<file path="src/rtl/cycdec_pkg.sv">
package cycdec_pkg;

    typedef enum logic [3:0] {
        CK_NONE    = 4'd0,
        CK_INTA    = 4'd1,
        CK_SPECIAL = 4'd2,
        CK_IO_RD   = 4'd3,
        CK_IO_WR   = 4'd4,
        CK_CODE_RD = 4'd5,
        CK_MEM_RD  = 4'd6,
        CK_MEM_WR  = 4'd7,
        CK_INVALID = 4'd8
    } cyc_kind_e;

    localparam int unsigned NUM_KINDS = 8;

    typedef struct packed {
        logic mem_io_n;
        logic data_code_n;
        logic wr_rd_n;
        logic cache_n;
        logic ken_n;
    } cyc_def_t;

    typedef struct packed {
        cyc_kind_e kind;
        logic      burst;
    } cyc_dec_t;

    function automatic cyc_dec_t classify(input cyc_def_t d);
        cyc_dec_t r;
        r.burst = 1'b0;
        if (!d.mem_io_n) begin
            if (!d.cache_n) begin
                r.kind = CK_INVALID;
            end else begin
                unique case ({d.data_code_n, d.wr_rd_n})
                    2'b00:   r.kind = CK_INTA;
                    2'b01:   r.kind = CK_SPECIAL;
                    2'b10:   r.kind = CK_IO_RD;
                    default: r.kind = CK_IO_WR;
                endcase
            end
        end else begin
            unique case ({d.data_code_n, d.wr_rd_n})
                2'b00: begin
                    r.kind  = CK_CODE_RD;
                    r.burst = !d.cache_n && !d.ken_n;
                end
                2'b01: r.kind = CK_INVALID;
                2'b10: begin
                    r.kind  = CK_MEM_RD;
                    r.burst = !d.cache_n && !d.ken_n;
                end
                default: begin
                    r.kind  = CK_MEM_WR;
                    r.burst = !d.cache_n;
                end
            endcase
        end
        return r;
    endfunction

endpackage

</file>
<file path="src/rtl/cycdec_decode.sv">
module cycdec_decode
    import cycdec_pkg::*;
#(
    parameter int unsigned BURST_XFERS = 4,
    parameter int unsigned CNT_W       = 3
) (
    input  cyc_def_t         def_i,
    output cyc_dec_t         dec_o,
    output logic [CNT_W-1:0] cnt_o
);
    localparam logic [CNT_W-1:0] CNT_BURST  = CNT_W'(BURST_XFERS);
    localparam logic [CNT_W-1:0] CNT_SINGLE = CNT_W'(1);

    always_comb begin
        dec_o = classify(def_i);
        cnt_o = dec_o.burst ? CNT_BURST : CNT_SINGLE;
    end
endmodule

</file>
<file path="src/rtl/cycdec_hold.sv">
module cycdec_hold
    import cycdec_pkg::*;
#(
    parameter int unsigned CNT_W = 3
) (
    input  logic             clk,
    input  logic             rst,
    input  logic             capture_i,
    input  logic             clear_i,
    input  cyc_dec_t         dec_i,
    input  logic [CNT_W-1:0] cnt_i,
    output cyc_dec_t         dec_q,
    output logic [CNT_W-1:0] cnt_q
);
    always_ff @(posedge clk) begin
        if (rst) begin
            dec_q <= '{kind: CK_NONE, burst: 1'b0};
            cnt_q <= '0;
        end else if (capture_i) begin
            dec_q <= dec_i;
            cnt_q <= cnt_i;
        end else if (clear_i) begin
            dec_q <= '{kind: CK_NONE, burst: 1'b0};
            cnt_q <= '0;
        end
    end
endmodule

</file>
<file path="src/rtl/cyc_type_decoder.sv">
module cyc_type_decoder
    import cycdec_pkg::*;
#(
    parameter int unsigned BURST_XFERS = 4,
    localparam int unsigned CNT_W      = $clog2(BURST_XFERS + 1)
) (
    input  logic             clk,
    input  logic             rst,
    input  logic             ads_n,
    input  logic             mem_io_n,
    input  logic             data_code_n,
    input  logic             wr_rd_n,
    input  logic             cache_n,
    input  logic             ken_n,
    input  logic             cycle_done,
    output logic             stb_inta,
    output logic             stb_special,
    output logic             stb_io_rd,
    output logic             stb_io_wr,
    output logic             stb_code_rd,
    output logic             stb_mem_rd,
    output logic             stb_mem_wr,
    output logic             stb_invalid,
    output logic             burst,
    output logic [CNT_W-1:0] xfer_cnt
);
    cyc_def_t         def_w;
    cyc_dec_t         dec_w;
    cyc_dec_t         dec_q;
    logic [CNT_W-1:0] cnt_w;
    logic [NUM_KINDS:1] stb_vec;

    assign def_w = '{mem_io_n: mem_io_n, data_code_n: data_code_n,
                     wr_rd_n: wr_rd_n, cache_n: cache_n, ken_n: ken_n};

    cycdec_decode #(.BURST_XFERS(BURST_XFERS), .CNT_W(CNT_W)) u_decode (
        .def_i (def_w),
        .dec_o (dec_w),
        .cnt_o (cnt_w)
    );

    cycdec_hold #(.CNT_W(CNT_W)) u_hold (
        .clk       (clk),
        .rst       (rst),
        .capture_i (!ads_n),
        .clear_i   (cycle_done),
        .dec_i     (dec_w),
        .cnt_i     (cnt_w),
        .dec_q     (dec_q),
        .cnt_q     (xfer_cnt)
    );

    for (genvar k = 1; k <= NUM_KINDS; k++) begin : g_stb
        assign stb_vec[k] = (dec_q.kind == cyc_kind_e'(k));
    end

    assign stb_inta    = stb_vec[CK_INTA];
    assign stb_special = stb_vec[CK_SPECIAL];
    assign stb_io_rd   = stb_vec[CK_IO_RD];
    assign stb_io_wr   = stb_vec[CK_IO_WR];
    assign stb_code_rd = stb_vec[CK_CODE_RD];
    assign stb_mem_rd  = stb_vec[CK_MEM_RD];
    assign stb_mem_wr  = stb_vec[CK_MEM_WR];
    assign stb_invalid = stb_vec[CK_INVALID];
    assign burst       = dec_q.burst;
endmodule

</file>
<file path="config.mk">
export PLATFORM = sky130hd
export DESIGN_NAME = cyc_type_decoder
export DESIGN_NICKNAME = d
export VERILOG_FILES = /design/src/rtl/cycdec_pkg.sv /design/src/rtl/cycdec_decode.sv /design/src/rtl/cycdec_hold.sv /design/src/rtl/cyc_type_decoder.sv
export SDC_FILE = /design/constraint.sdc
export NUM_CORES = 1
export LEC_CHECK = 0
export BUFFER_PORTS_ARGS = -buffer_cell sky130_fd_sc_hd__buf_2
export CORE_UTILIZATION = 35
export DETAILED_ROUTE_END_ITERATION = 10
export PLACE_DENSITY = 0.62
export SYNTH_ARGS = -nofsm -noshare
export SYNTH_HDL_FRONTEND = slang
export SYNTH_SLANG_ARGS = --single-unit
</file>
<file path="constraint.sdc">
create_clock -name clk -period 4.3 [get_ports clk]
set_clock_uncertainty 0.1 [all_clocks]
set_input_delay 0.86 -clock clk [delete_from_list [all_inputs] [get_ports clk]]
set_output_delay 0.86 -clock clk [all_outputs]
set_load 0.05 [all_outputs]
</file>
=== Yosys cells after proc, flatten, opt, wreduce, memory -nomap -nowiden ===
Index checks and enable logic that the tools add are counted.

* Register bits: 8
* Logic and storage cells: 30

* Equal/unequal tests: 11
* Muxes and demuxes: 11
* Reductions and logical operators: 5

{| class="wikitable"
|+ Operators with widths
! operator !! number
|-
| equality test 4 x 3 -> 1 bit, second input constant || 4
|-
| case mux 4 bit (3 select lines) || 1
|-
| 2-to-1 mux 5 bit || 2
|-
| 2-to-1 mux 3 bit || 3
|-
| case mux 3 bit (3 select lines) || 1
|-
| equality test 4 x 2 -> 1 bit, second input constant || 2
|-
| 2-to-1 mux 4 bit || 2
|-
| equality test 4 x 1 -> 1 bit, second input constant || 1
|-
| equality test 4 bit, second input constant || 1
|-
| equality test 2 x 1 -> 1 bit, second input constant || 1
|-
| equality test 2 bit, second input constant || 1
|-
| zero test 1 bit || 2
|-
| zero test 2 bit || 1
|-
| inequality test 2 x 1 -> 1 bit, second input constant || 1
|-
| case mux 1 bit (2 select lines) || 1
|-
| OR reduction 2 bit || 1
|-
| logical AND 1 bit || 1
|-
| 2-to-1 mux 1 bit || 1
|}

=== Longest topological paths before layout ===
* Depth after elaboration: 6
* Depth in mapped cells: 5

=== Hierarchy ===
From an unflattened synthesis, not the netlist that was laid out.

* Cell total of the unflattened synthesis: 68
* Area, all modules: 634.4 µm²

{| class="wikitable"
|+ Modules (own cells, without submodules)
! module !! instances !! cells each !! area an instance (µm²)
|-
| cycdec_hold || 1 || 36 || 377.9
|-
| cycdec_decode || 1 || 23 || 168.9
|-
| cyc_type_decoder || 1 || 9 || 87.6
|}

=== Least setup slack after synthesis ===
No wires, ideal clock.

* Path kind: register to output
* From: reg, netlist name u_hold.dec_q[1]
* To: out stb_invalid
* Arrival time: 2.008 ns
* Setup slack: 1.332 ns
* Cell stages (with the launch flop): 2
* Path buffers: 0
* Path through: dfxtp_1 -> nor4b_1

* Cells in the longest elaborated chain, start to end: 1

{| class="wikitable"
|+ RTL lines
! item !! RTL line !! text
|-
| equality test 4 bit || cyc_type_decoder.sv:54 || <nowiki>assign stb_vec[k] = (dec_q.kind == cyc_kind_e'(k));</nowiki>
|-
| end, declared || cyc_type_decoder.sv:23 || <nowiki>output logic stb_invalid,</nowiki>
|}

Every way passes these cells.

=== Final worst setup path ===
* From: reg, netlist name u_hold.dec_q[4]
* To: out stb_io_wr

* Cells in the longest elaborated chain, start to end: 1

{| class="wikitable"
|+ RTL lines
! item !! RTL line !! text
|-
| equality test 4 x 3 -> 1 bit || cyc_type_decoder.sv:54 ||
|-
| end, declared || cyc_type_decoder.sv:19 || <nowiki>output logic stb_io_wr,</nowiki>
|}

Every way passes these cells.

==> results.md <==
- Post-route DRC: 0
- Critical path launch point type: register
- Pre-antenna DRT Iters: 4
- Outcome: finished clean
- Global-route usage over all layers: 16.23%
- Setup repair after global routing missed its margin: false
- Count of warnings emitted by yosys: 0
- Cell row count: 13
- Routability cong.: about 0.7
- Share of layout cells above drive strength 1: 32.47%
- Hold-fix buffers, CTS: 0
- Die H: just under 40 µm
- Total design power: about 0.00016 W
- Worst setup slack after layout: between 2000 and 2500 ps
- PwrDens: approximately 270 mW/mm²
- Clock tree from TritonCTS: built
- Average wire per cell in the routed design: roughly 11 µm
- Maximum fanout along the worst path: 6
- Clock latency reported for the late side of the worst-skew pair: 240 ps
- Worst endpoint data arrival time: roughly 1200 ps
- TNS Setup: 0 ps
- Via count: ~480
- # diodes: 0
- Achievable frequency: 459.8 MHz
- Number of setup violations in the final report: 0
- Wire length of the first global-routing pass: between 1500 and 2000 µm
- H-tree depth: 1
- Worst-path clk slew: about 50 ps
- CTS Root Buffer Type: clkbuf_4
- Vias per inst: slightly above 5
- Cells resized by post-CTS repair: 0
- HP Class: reg -> reg
- Max clock buf depth: 2
- Total congestion overflow after global routing: 0
- Core Area: 0.001285 mm²
- Category of the most critical setup path: reg -> out
- Vias in the first global route: between 300 and 400
- Number of nets produced by synthesis: 73
- Die X-Extent: 39.10 µm
- Post-CTS setup repair buffer count: 0
- Leakage power total: between 0.2 and 0.3 nW
- Final cell count without fillers: 92
- Initial antenna violation count: 0
- Shortest period the worst path allows: around 2200 ps
- Max cap viols: 0
- Cells after synthesis: 59
- HPWL reported at the end of detailed placement: around 730 µm
- Required time at the worst-slack endpoint: about 3300 ps
- Period Utilization, post-route: roughly half
- Average cell area after synthesis: between 8 and 9 µm²
- Number of nets at the end of the flow: 93
- Drt first-iter violations: 14
- DRT Wirelength: slightly below 1000 µm
- Cts bufs inserted: 3
- Number of antenna-violating nets in the routed design: 0
- Number of buffers added on ports: 19
- Seq/Total Area, Yosys: between 20% and 30%
- Max IR drop VDD: about 130 µV
- Type of destination of the critical path: primary output
- Fin. max-slew vios: 0
- Post-Place Setup Slack: approximately 2100 ps
- Effective utilization at floorplan: 37.49%
- Library cells used by synthesis: 22
- Count of endpoints failing hold in the final timing report: 0
- Cell area after synthesis: between 400 and 500 µm²
- Cells after DPL: a little under 90
- Fillers: between 100 and 150
- Layout-stage area growth over the synthesis result: 22.08%
- Number of placed I/O pins: 21
- Clock sink count: 6
- Seq cells post-synth: 6
- Die area: about 0.0015 mm²
- Largest net degree at the start of global routing: 13
worst max-delay path, stage by stage, from the launching register on:
cell and delay [ps]:
dfxtp_1 350, nand2b_1 200, nor3_1 140, buf_2 280
stage by stage:
| step | area [µm²] | util (%) | hold WS [ps] |
|---|---|---|---|
| 2_1_floorplan | 481.7 | - | 395.5 |
| 3_3_place_gp | 565.5 | 44.01 | 375.3 |
| 3_5_place_dp | 565.5 | 44.01 | 377.8 |
| 5_1_grt | 588.1 | 45.76 | 426.4 |
| 4_1_cts | 588.1 | 45.76 | 390.7 |
| 6_report | 588.1 | 45.76 | 382.7 |
final timing paths:
path	start	end	slack, ps	depth (start not counted)
setup / recovery	u_hold.dec_q[4]$_SDFFE_PP0P_	stb_io_wr	2130	3
hold / removal	u_hold.cnt_q[0]$_SDFFE_PP0P_	u_hold.cnt_q[0]$_SDFFE_PP0P_	380	2
setup reg to reg	u_hold.dec_q[3]$_SDFFE_PP0P_	u_hold.dec_q[3]$_SDFFE_PP0P_	3340	2
hold reg to reg	u_hold.cnt_q[0]$_SDFFE_PP0P_	u_hold.cnt_q[0]$_SDFFE_PP0P_	380	2
cells in the final DEF, fill, tap and decap left out:
| cell type | count |
|---|---|
| nor2_1 | 5 |
| a21o_1 | 2 |
| or4b_4 | 1 |
| nor3b_1 | 1 |
| a221oi_1 | 2 |
| conb_1 | 1 |
| nor3_1 | 5 |
| or2_1 | 1 |
| dfxtp_1 | 6 |
| nor4b_1 | 2 |
| o21bai_1 | 1 |
| nand2b_1 | 6 |
| nand3b_1 | 3 |
| a221oi_2 | 1 |
| clkbuf_4 | 3 |
| ha_1 | 5 |
| inv_1 | 4 |
| nand2_1 | 3 |
| buf_2 | 19 |
| a211o_2 | 1 |
| a21oi_1 | 5 |
kinds of logic (layout without fill, tap and decap cells):
family / after synthesis / in the layout / share of synthesized area (%)
compound gates: 12 / 12 / 18.70
fa+ha+maj: 5 / 5 / 12.99
buf+inv: 8 / 26 / 9.348
flops: 6 / 6 / 24.94
other cells: 1 / 1 / 0.7785
simple gates: 27 / 27 / 33.25
flip-flops by register name, summed over array words and instances (netlist names):
| name | flops |
|---|---|
| u_hold.cnt_q | 2 |
| u_hold.dec_q | 4 |
power by group:
part | switching [W] | internal [W]
Combinational | 0.0000301 | 0.0000147
Clock | 0.0000198 | 0.0000315
Sequential | 0.00000369 | 0.0000589
Total | 0.0000535 | 0.000105
cell usage after synthesis:
cell / number / share of area (%)
conb_1: 1 / 0.78
dfxtp_1: 6 / 25
nor4b_1: 2 / 3.6
nand2_1: 3 / 2.3
nor3b_1: 1 / 1.6
o21bai_1: 1 / 1.6
nand3b_1: 3 / 4.7
a21oi_1: 5 / 5.2
inv_1: 4 / 3.1
nor2_1: 5 / 3.9
clkbuf_1: 1 / 0.78
a221oi_2: 1 / 3.1
or4b_4: 1 / 2.9
nor3_1: 5 / 5.2
ha_1: 5 / 13
buf_4: 2 / 3.1
or2_1: 1 / 1.3
a21o_1: 2 / 3.1
nand2b_1: 6 / 7.8
a211o_2: 1 / 2.1
a221oi_1: 2 / 3.6
buf_6: 1 / 2.3
metal layers:
metal  vias up  GRT usage (%)  share of wire (%)
met3         0          5.202                8.7
met4         0          7.759                  0
met5         -              0                  0
met2        23          25.00                 45
li1        241              -                  -
met1       212          20.07                 46
area by class of cell:
cell class | instances | area (µm²) | area share [%]
repair buffers | 19 | 95.09 | 16.17
inverters | 4 | 15.01 | 2.553
well taps | 15 | 18.77 | 3.191
flip-flops and latches | 6 | 120.1 | 20.43
clock buffers | 3 | 22.52 | 3.830
multi-input cells | 45 | 316.6 | 53.83
Note: power is estimated with default switching activity, not from simulation.
